**src/rtl/mul_unit_pkg.sv**
```systemverilog
package mul_unit_pkg;
   typedef enum logic [1:0] {
      ST_IDLE = 2'd0,
      ST_STEP = 2'd1,
      ST_FIX  = 2'd2
   } mul_state_e;
endpackage

```
**src/rtl/mul_operand_prep.sv**
```systemverilog
module mul_operand_prep #(
   parameter int WIDTH        = 32,
   parameter bit SIGN_SUPPORT = 1'b1
) (
   input  logic [WIDTH-1:0] mcand_i,
   input  logic [WIDTH-1:0] mplier_i,
   input  logic             signed_i,
   output logic [WIDTH-1:0] mcand_mag_o,
   output logic [WIDTH-1:0] mplier_mag_o,
   output logic             negate_o
);
   generate
      if (SIGN_SUPPORT) begin : g_signed
         logic a_neg, b_neg;
         assign a_neg = signed_i & mcand_i[WIDTH-1];
         assign b_neg = signed_i & mplier_i[WIDTH-1];
         // magnitude of the most negative value wraps to itself, read unsigned
         assign mcand_mag_o  = a_neg ? (~mcand_i + 1'b1)  : mcand_i;
         assign mplier_mag_o = b_neg ? (~mplier_i + 1'b1) : mplier_i;
         assign negate_o     = a_neg ^ b_neg;
      end else begin : g_unsigned
         assign mcand_mag_o  = mcand_i;
         assign mplier_mag_o = mplier_i;
         assign negate_o     = 1'b0;
      end
   endgenerate
endmodule

```
**src/rtl/mul_seq_ctrl.sv**
```systemverilog
module mul_seq_ctrl
   import mul_unit_pkg::*;
#(
   parameter int WIDTH = 32
) (
   input  logic clk,
   input  logic rst_n,
   input  logic start_i,
   output logic busy_o,
   output logic done_o,
   output logic load_o,
   output logic step_o,
   output logic fix_o
);
   localparam int CW = $clog2(WIDTH + 1);
   localparam logic [CW-1:0] LAST_STEP = CW'(WIDTH - 1);

   mul_state_e      state_q, state_d;
   logic [CW-1:0]   cnt_q;
   logic            done_q;

   assign load_o = (state_q == ST_IDLE) & start_i;
   assign step_o = (state_q == ST_STEP);
   assign fix_o  = (state_q == ST_FIX);
   assign busy_o = (state_q != ST_IDLE);
   assign done_o = done_q;

   always_comb begin
      state_d = state_q;
      unique case (state_q)
         ST_IDLE: if (start_i) state_d = ST_STEP;
         ST_STEP: if (cnt_q == LAST_STEP) state_d = ST_FIX;
         ST_FIX:  state_d = ST_IDLE;
         default: state_d = ST_IDLE;
      endcase
   end

   always_ff @(posedge clk or negedge rst_n) begin
      if (!rst_n) begin
         state_q <= ST_IDLE;
         cnt_q   <= '0;
         done_q  <= 1'b0;
      end else begin
         state_q <= state_d;
         done_q  <= fix_o;
         if (load_o)      cnt_q <= '0;
         else if (step_o) cnt_q <= cnt_q + 1'b1;
      end
   end
endmodule

```
**src/rtl/mul_step_dp.sv**
```systemverilog
module mul_step_dp #(
   parameter int WIDTH = 32
) (
   input  logic               clk,
   input  logic               rst_n,
   input  logic               load_i,
   input  logic               step_i,
   input  logic               fix_i,
   input  logic               negate_i,
   input  logic [WIDTH-1:0]   mcand_mag_i,
   input  logic [WIDTH-1:0]   mplier_mag_i,
   output logic [2*WIDTH-1:0] prod_o
);
   localparam int PW = 2 * WIDTH;

   logic [WIDTH-1:0] mcand_q;
   logic [PW-1:0]    prod_q;
   logic [WIDTH:0]   sum;
   logic [PW-1:0]    shifted;

   // one adder of operand width; its carry becomes the new top bit
   assign sum     = {1'b0, prod_q[PW-1:WIDTH]} + {1'b0, mcand_q};
   assign shifted = prod_q[0] ? {sum, prod_q[WIDTH-1:1]}
                              : {1'b0, prod_q[PW-1:1]};

   always_ff @(posedge clk or negedge rst_n) begin
      if (!rst_n) begin
         mcand_q <= '0;
         prod_q  <= '0;
      end else if (load_i) begin
         mcand_q <= mcand_mag_i;
         prod_q  <= {{WIDTH{1'b0}}, mplier_mag_i};
      end else if (step_i) begin
         prod_q  <= shifted;
      end else if (fix_i && negate_i) begin
         prod_q  <= '0 - prod_q;
      end
   end

   assign prod_o = prod_q;
endmodule

```
**src/rtl/mul_ovf_detect.sv**
```systemverilog
module mul_ovf_detect #(
   parameter int WIDTH        = 32,
   parameter bit SIGN_SUPPORT = 1'b1
) (
   input  logic [WIDTH-1:0] hi_i,
   input  logic [WIDTH-1:0] lo_i,
   input  logic             signed_i,
   output logic             ovf_o
);
   generate
      if (SIGN_SUPPORT) begin : g_both
         logic [WIDTH-1:0] ext;
         assign ext   = signed_i ? {WIDTH{lo_i[WIDTH-1]}} : '0;
         assign ovf_o = (hi_i != ext);
      end else begin : g_uns
         logic unused_lo;
         assign unused_lo = ^{lo_i, signed_i};
         assign ovf_o     = |hi_i;
      end
   endgenerate
endmodule

```
**src/rtl/seq_mul_unit.sv**
```systemverilog
module seq_mul_unit #(
   parameter int WIDTH        = 32,
   parameter bit SIGN_SUPPORT = 1'b1
) (
   input  logic             clk,
   input  logic             rst_n,
   input  logic             start_i,
   input  logic             signed_i,
   input  logic [WIDTH-1:0] mcand_i,
   input  logic [WIDTH-1:0] mplier_i,
   output logic             busy_o,
   output logic             done_o,
   output logic [WIDTH-1:0] hi_o,
   output logic [WIDTH-1:0] lo_o,
   output logic             ovf_o
);
   generate
      if (WIDTH < 2) begin : g_bad_width
         $error("seq_mul_unit: WIDTH must be at least 2");
      end
   endgenerate

   logic             load, step, fix;
   logic [WIDTH-1:0] mcand_mag, mplier_mag;
   logic             neg_now;
   logic             neg_q, mode_q;
   logic [2*WIDTH-1:0] prod;

   mul_seq_ctrl #(.WIDTH(WIDTH)) u_ctrl (
      .clk(clk), .rst_n(rst_n), .start_i(start_i),
      .busy_o(busy_o), .done_o(done_o),
      .load_o(load), .step_o(step), .fix_o(fix)
   );

   mul_operand_prep #(.WIDTH(WIDTH), .SIGN_SUPPORT(SIGN_SUPPORT)) u_prep (
      .mcand_i(mcand_i), .mplier_i(mplier_i), .signed_i(signed_i),
      .mcand_mag_o(mcand_mag), .mplier_mag_o(mplier_mag), .negate_o(neg_now)
   );

   always_ff @(posedge clk or negedge rst_n) begin
      if (!rst_n) begin
         neg_q  <= 1'b0;
         mode_q <= 1'b0;
      end else if (load) begin
         neg_q  <= neg_now;
         mode_q <= signed_i;
      end
   end

   mul_step_dp #(.WIDTH(WIDTH)) u_dp (
      .clk(clk), .rst_n(rst_n),
      .load_i(load), .step_i(step), .fix_i(fix), .negate_i(neg_q),
      .mcand_mag_i(mcand_mag), .mplier_mag_i(mplier_mag),
      .prod_o(prod)
   );

   assign hi_o = prod[2*WIDTH-1:WIDTH];
   assign lo_o = prod[WIDTH-1:0];

   mul_ovf_detect #(.WIDTH(WIDTH), .SIGN_SUPPORT(SIGN_SUPPORT)) u_ovf (
      .hi_i(hi_o), .lo_i(lo_o), .signed_i(mode_q), .ovf_o(ovf_o)
   );
endmodule

```
**config.mk**
```make
export PLATFORM = sky130hd
export DESIGN_NAME = seq_mul_unit
export DESIGN_NICKNAME = d
export VERILOG_FILES = /design/src/rtl/mul_unit_pkg.sv /design/src/rtl/mul_operand_prep.sv /design/src/rtl/mul_seq_ctrl.sv /design/src/rtl/mul_step_dp.sv /design/src/rtl/mul_ovf_detect.sv /design/src/rtl/seq_mul_unit.sv
export SDC_FILE = /design/constraint.sdc
export NUM_CORES = 1
export LEC_CHECK = 0
export ABC_AREA = 1
export BUFFER_PORTS_ARGS = -buffer_cell sky130_fd_sc_hd__clkbuf_2
export CORE_ASPECT_RATIO = 0.8
export CORE_MARGIN = 2
export CORE_UTILIZATION = 35
export CTS_CLUSTER_DIAMETER = 100
export DETAILED_ROUTE_END_ITERATION = 10
export SYNTH_ARGS = -nofsm -noshare
export SYNTH_HDL_FRONTEND = slang
export SYNTH_SLANG_ARGS = --single-unit
```
**constraint.sdc**
```tcl
create_clock -name clk -period 2.15 [get_ports clk]
set_input_delay 0 -clock clk [delete_from_list [all_inputs] [get_ports clk]]
set_output_delay 0 -clock clk [all_outputs]
set_load 0.02 [all_outputs]
```
==> results.cfg <==
[outcome]
status = complete, no violations

[grt]
grt_overflow = 0
antenna_found_initial = 0
grt_pass1_wl_mm = 67.9
grtUsageTotal = 0.262
first_global_vias = 12048
grt_max_degree = 95

[critical_path]
startpoint_type = flip-flop
crit_chain = ha_1 > nand2_2 > inv_1 > nand2_1 > nand2_1 > a21oi_2 > nor2_1 > nor2_1 > nand3b_1 > nand3_1 > nand2_1 > nand2_1 > nand2_1
crit_slowest_cell = dfrtp_1
r2r_slack_ns = 0.01
cpMostUsedCell = nand2_1
critPathMaxStageDelay_ns = 0.40
critPathArrivalTime_ns = 2.40
worst-setup-path-type = reg2reg
required_ns = 2.42
worstPathMaxFanout = 4
rr_worst_depth = 13
startpoint = u_dp.prod_o[46]
end_kind = flip-flop
r2r-end = u_dp.prod_o[58]
r2r_start = u_dp.prod_o[46]

[clock_tree]
clockRootBuffer = clkbuf_16
clk_latency_ns = 0.38
cts_buffers = 9
tritoncts = done
clk_path_buf_depth = 2
path_clk_slew_ns = 0.08
htree_levels = 3
clock-sinks = 107

[timing]
relSlewSlack = 0.561
timing.hold.ws_ns = 0.00334
setup_violations = 0
fin_skew_ns = 0.00845
fin_crit_ns = 2.14
worst_slew_pin_slew_ns = 0.656
hold_violations = 0
finalMaxSlewViolations = 0
max_freq_mhz = 468
rsz0062_at_grt = yes
tns_ns = 0
fin_crit_sh = 0.993

[yosys]
ys_seq_elements = 107
synth_area_um2 = 11200
async_flop_share = 1.00
synth_cells = 1917
synthSimpleGateAreaFrac = 0.428
synth_top_cell_by_area = dfrtp_1
yosys.area.top_type_share = 0.238
ys_types = 48
synth_top_family_by_area = simple AND/OR/NAND/NOR gates
synth_xor_area_frac = 0.0405
syn-num-nets = 2022
synth_fa_ha_area_frac = 0.0418
synth_warnings = 0
ys.flop_type = dfrtp_1
muxShareOfSynthArea = 0
synth_area_leaders = dfrtp_1 (24%), nand2_1 (20%), nor2_1 (8.4%), inv_1 (7.3%), nand3_1 (7.3%)
synth-seq-area-share = 0.238
synth_compound_area_frac = 0.152
synth_edf_count = 0
avgSynthCellArea_um2 = 5.87

[detailed_routing]
wire_per_inst_um = 17.5
ant_nets = 0
drt-total-wl_mm = 45.1
first_pass_iters = 5
drt_iter0_drc = 1473
drc = 0
avgViaCountPerCell = 5.29
via_count = 13622

[pwr]
internal_power_mw = 3.15
leakage_nw = 7.64
p_sw_frac = 0.266
p_clk_frac = 0.431
ir_drop_uv = 321
p_switching_mw = 1.14
powerDensity_nw_per_um2 = 301
seqPwrFrac = 0.468
power_frac_comb = 0.101

[layout]
diodes = 0
drive_above_1_share = 0.199
final.fill_count = 3375
register_area_um2 = 2680
layout_common_cells = nand2_1 (569), nor2_1 (213), inv_1 (212)
final_net_count = 2255
syn_to_final_growth_pct = 26.5
fin_area_um2 = 14200
final_common_cell = nand2_1
multi_input_area_um2 = 7930

[placed_design]
placed_cell_area_um2 = 13100
dp_hpwl_mm = 35.8
io_buffer_count = 134
place_congestion = 0.951

[job]
cap_viol_max_count = 0

[die]
dieArea_um2 = 33600
placementRows = 58
die_w_um = 204
start_util = 0.356
fp.dieH_um = 164
ios = 135
core_area_um2 = 31600

[min_path]
hold_path.startpoint = mplier_i[0]
min_to = u_dp.prod_o[0]
hold_path_depth = 3
hold_class = in2reg
area by class of cell:
type                    count  area share
multi-input cells        1520       0.557
flip-flops and latches    107       0.189
repair buffers            275       0.133
inverters                 237      0.0630
well taps                 420      0.0369
clock buffers              11      0.0178
clock inverters             5     0.00431
worst max-delay path, delay by kind of cell (launching register included):
family / cells / cell delay, ns
buffers and inverters: 1 / 0.05
adder cells (fa/ha/maj): 1 / 0.38
AO/OA/AOI/OAI: 1 / 0.20
flip-flops: 1 / 0.40
AND/OR/NAND/NOR: 10 / 1.00
synth_stat cells (3+ instances only):
cell        n
nor2_1    252
nor4_1     12
o211ai_1    6
nand2_1   588
nand2_2     4
inv_2      15
nor2_8      3
ha_1       36
nor2_4      5
o221ai_1    6
clkbuf_1   30
o22ai_1    11
nor3_2      3
buf_1       5
nor3_1     18
o31ai_1     6
nand3b_1   11
xor2_1     35
inv_1     220
o21ai_1    20
or2_2       5
nand2_4     3
nand4_1    34
o21bai_1   12
nor2_2     11
nand3_1   163
a22oi_1     6
a21oi_1   111
xnor2_1    17
buf_2      15
o21ai_0   117
a31oi_1    11
dfrtp_1   107
per-layer routing:
metal / GRT usage / share of wire / up-vias
li1: - / - / 6701
met1: 0.403 / 0.50 / 6405
met2: 0.377 / 0.41 / 465
met3: 0.0411 / 0.069 / 51
met4: 0.0639 / 0.019 / 0
met5: 0 / 0 / -
worst max path at each step:
stage | endpoint | slack (ns) | cells past startpoint
after floorplan | u_dp.prod_o[42] | -0.01 | 14
after detailed placement | u_dp.prod_o[54] | -0.06 | 11
final | u_dp.prod_o[58] | 0.01 | 13
after CTS | u_dp.prod_o[58] | 0.003 | 13
after global placement | u_dp.prod_o[60] | -0.04 | 12
after global routing | u_dp.prod_o[47] | -0.08 | 10
state kept, by name, summed over array words and instances, names as in the netlist:
| signal | cells |
|---|---|
| neg_q | 1 |
| u_ctrl.cnt_q | 6 |
| u_dp.prod_o | 64 |
| u_ctrl.done_o | 1 |
| u_ctrl.state_q | 2 |
| mode_q | 1 |
| u_dp.mcand_q | 32 |
per-stage QoR:
stage / setup slack [ns] / total power, mW / std cells / util
CTS: 0.00267 / 4.32 / 2569 / 0.436
detailed placement: -0.0623 / 2.43 / 2521 / 0.414
global placement: -0.0448 / 2.43 / 2521 / 0.414
global route: -0.0788 / 4.45 / 2575 / 0.451
finish: 0.0143 / 4.29 / 2575 / 0.451
floorplan: -0.0108 / 2.23 / 1917 / -
cell families (layout without fill, tap and decap cells):
family,count (synthesis),in the layout
adder cells (fa/ha/maj),37,37
flip-flops,107,107
AND/OR/NAND/NOR,1119,1119
XOR/XNOR,52,52
AO/OA/AOI/OAI,312,312
buffers and inverters,290,528
power by group through the flow:
stage               Clock, mW  Sequential [mW]  Combinational (mW)
global placement            0             2.05               0.376
floorplan                   0             2.05               0.178
detailed placement          0             2.05               0.381
CTS                      1.89             2.01               0.428
global route             1.96             2.01               0.477
finish                   1.85             2.01               0.433
timing repair:
item,CTS,global route
hold buffers,32,0
setup buffers,0,6
hold endpoints to repair,67,0
pin swaps,0,13
gates resized for setup,13,112
setup endpoints to repair,7,34
Power figures use the tool's default switching activity.
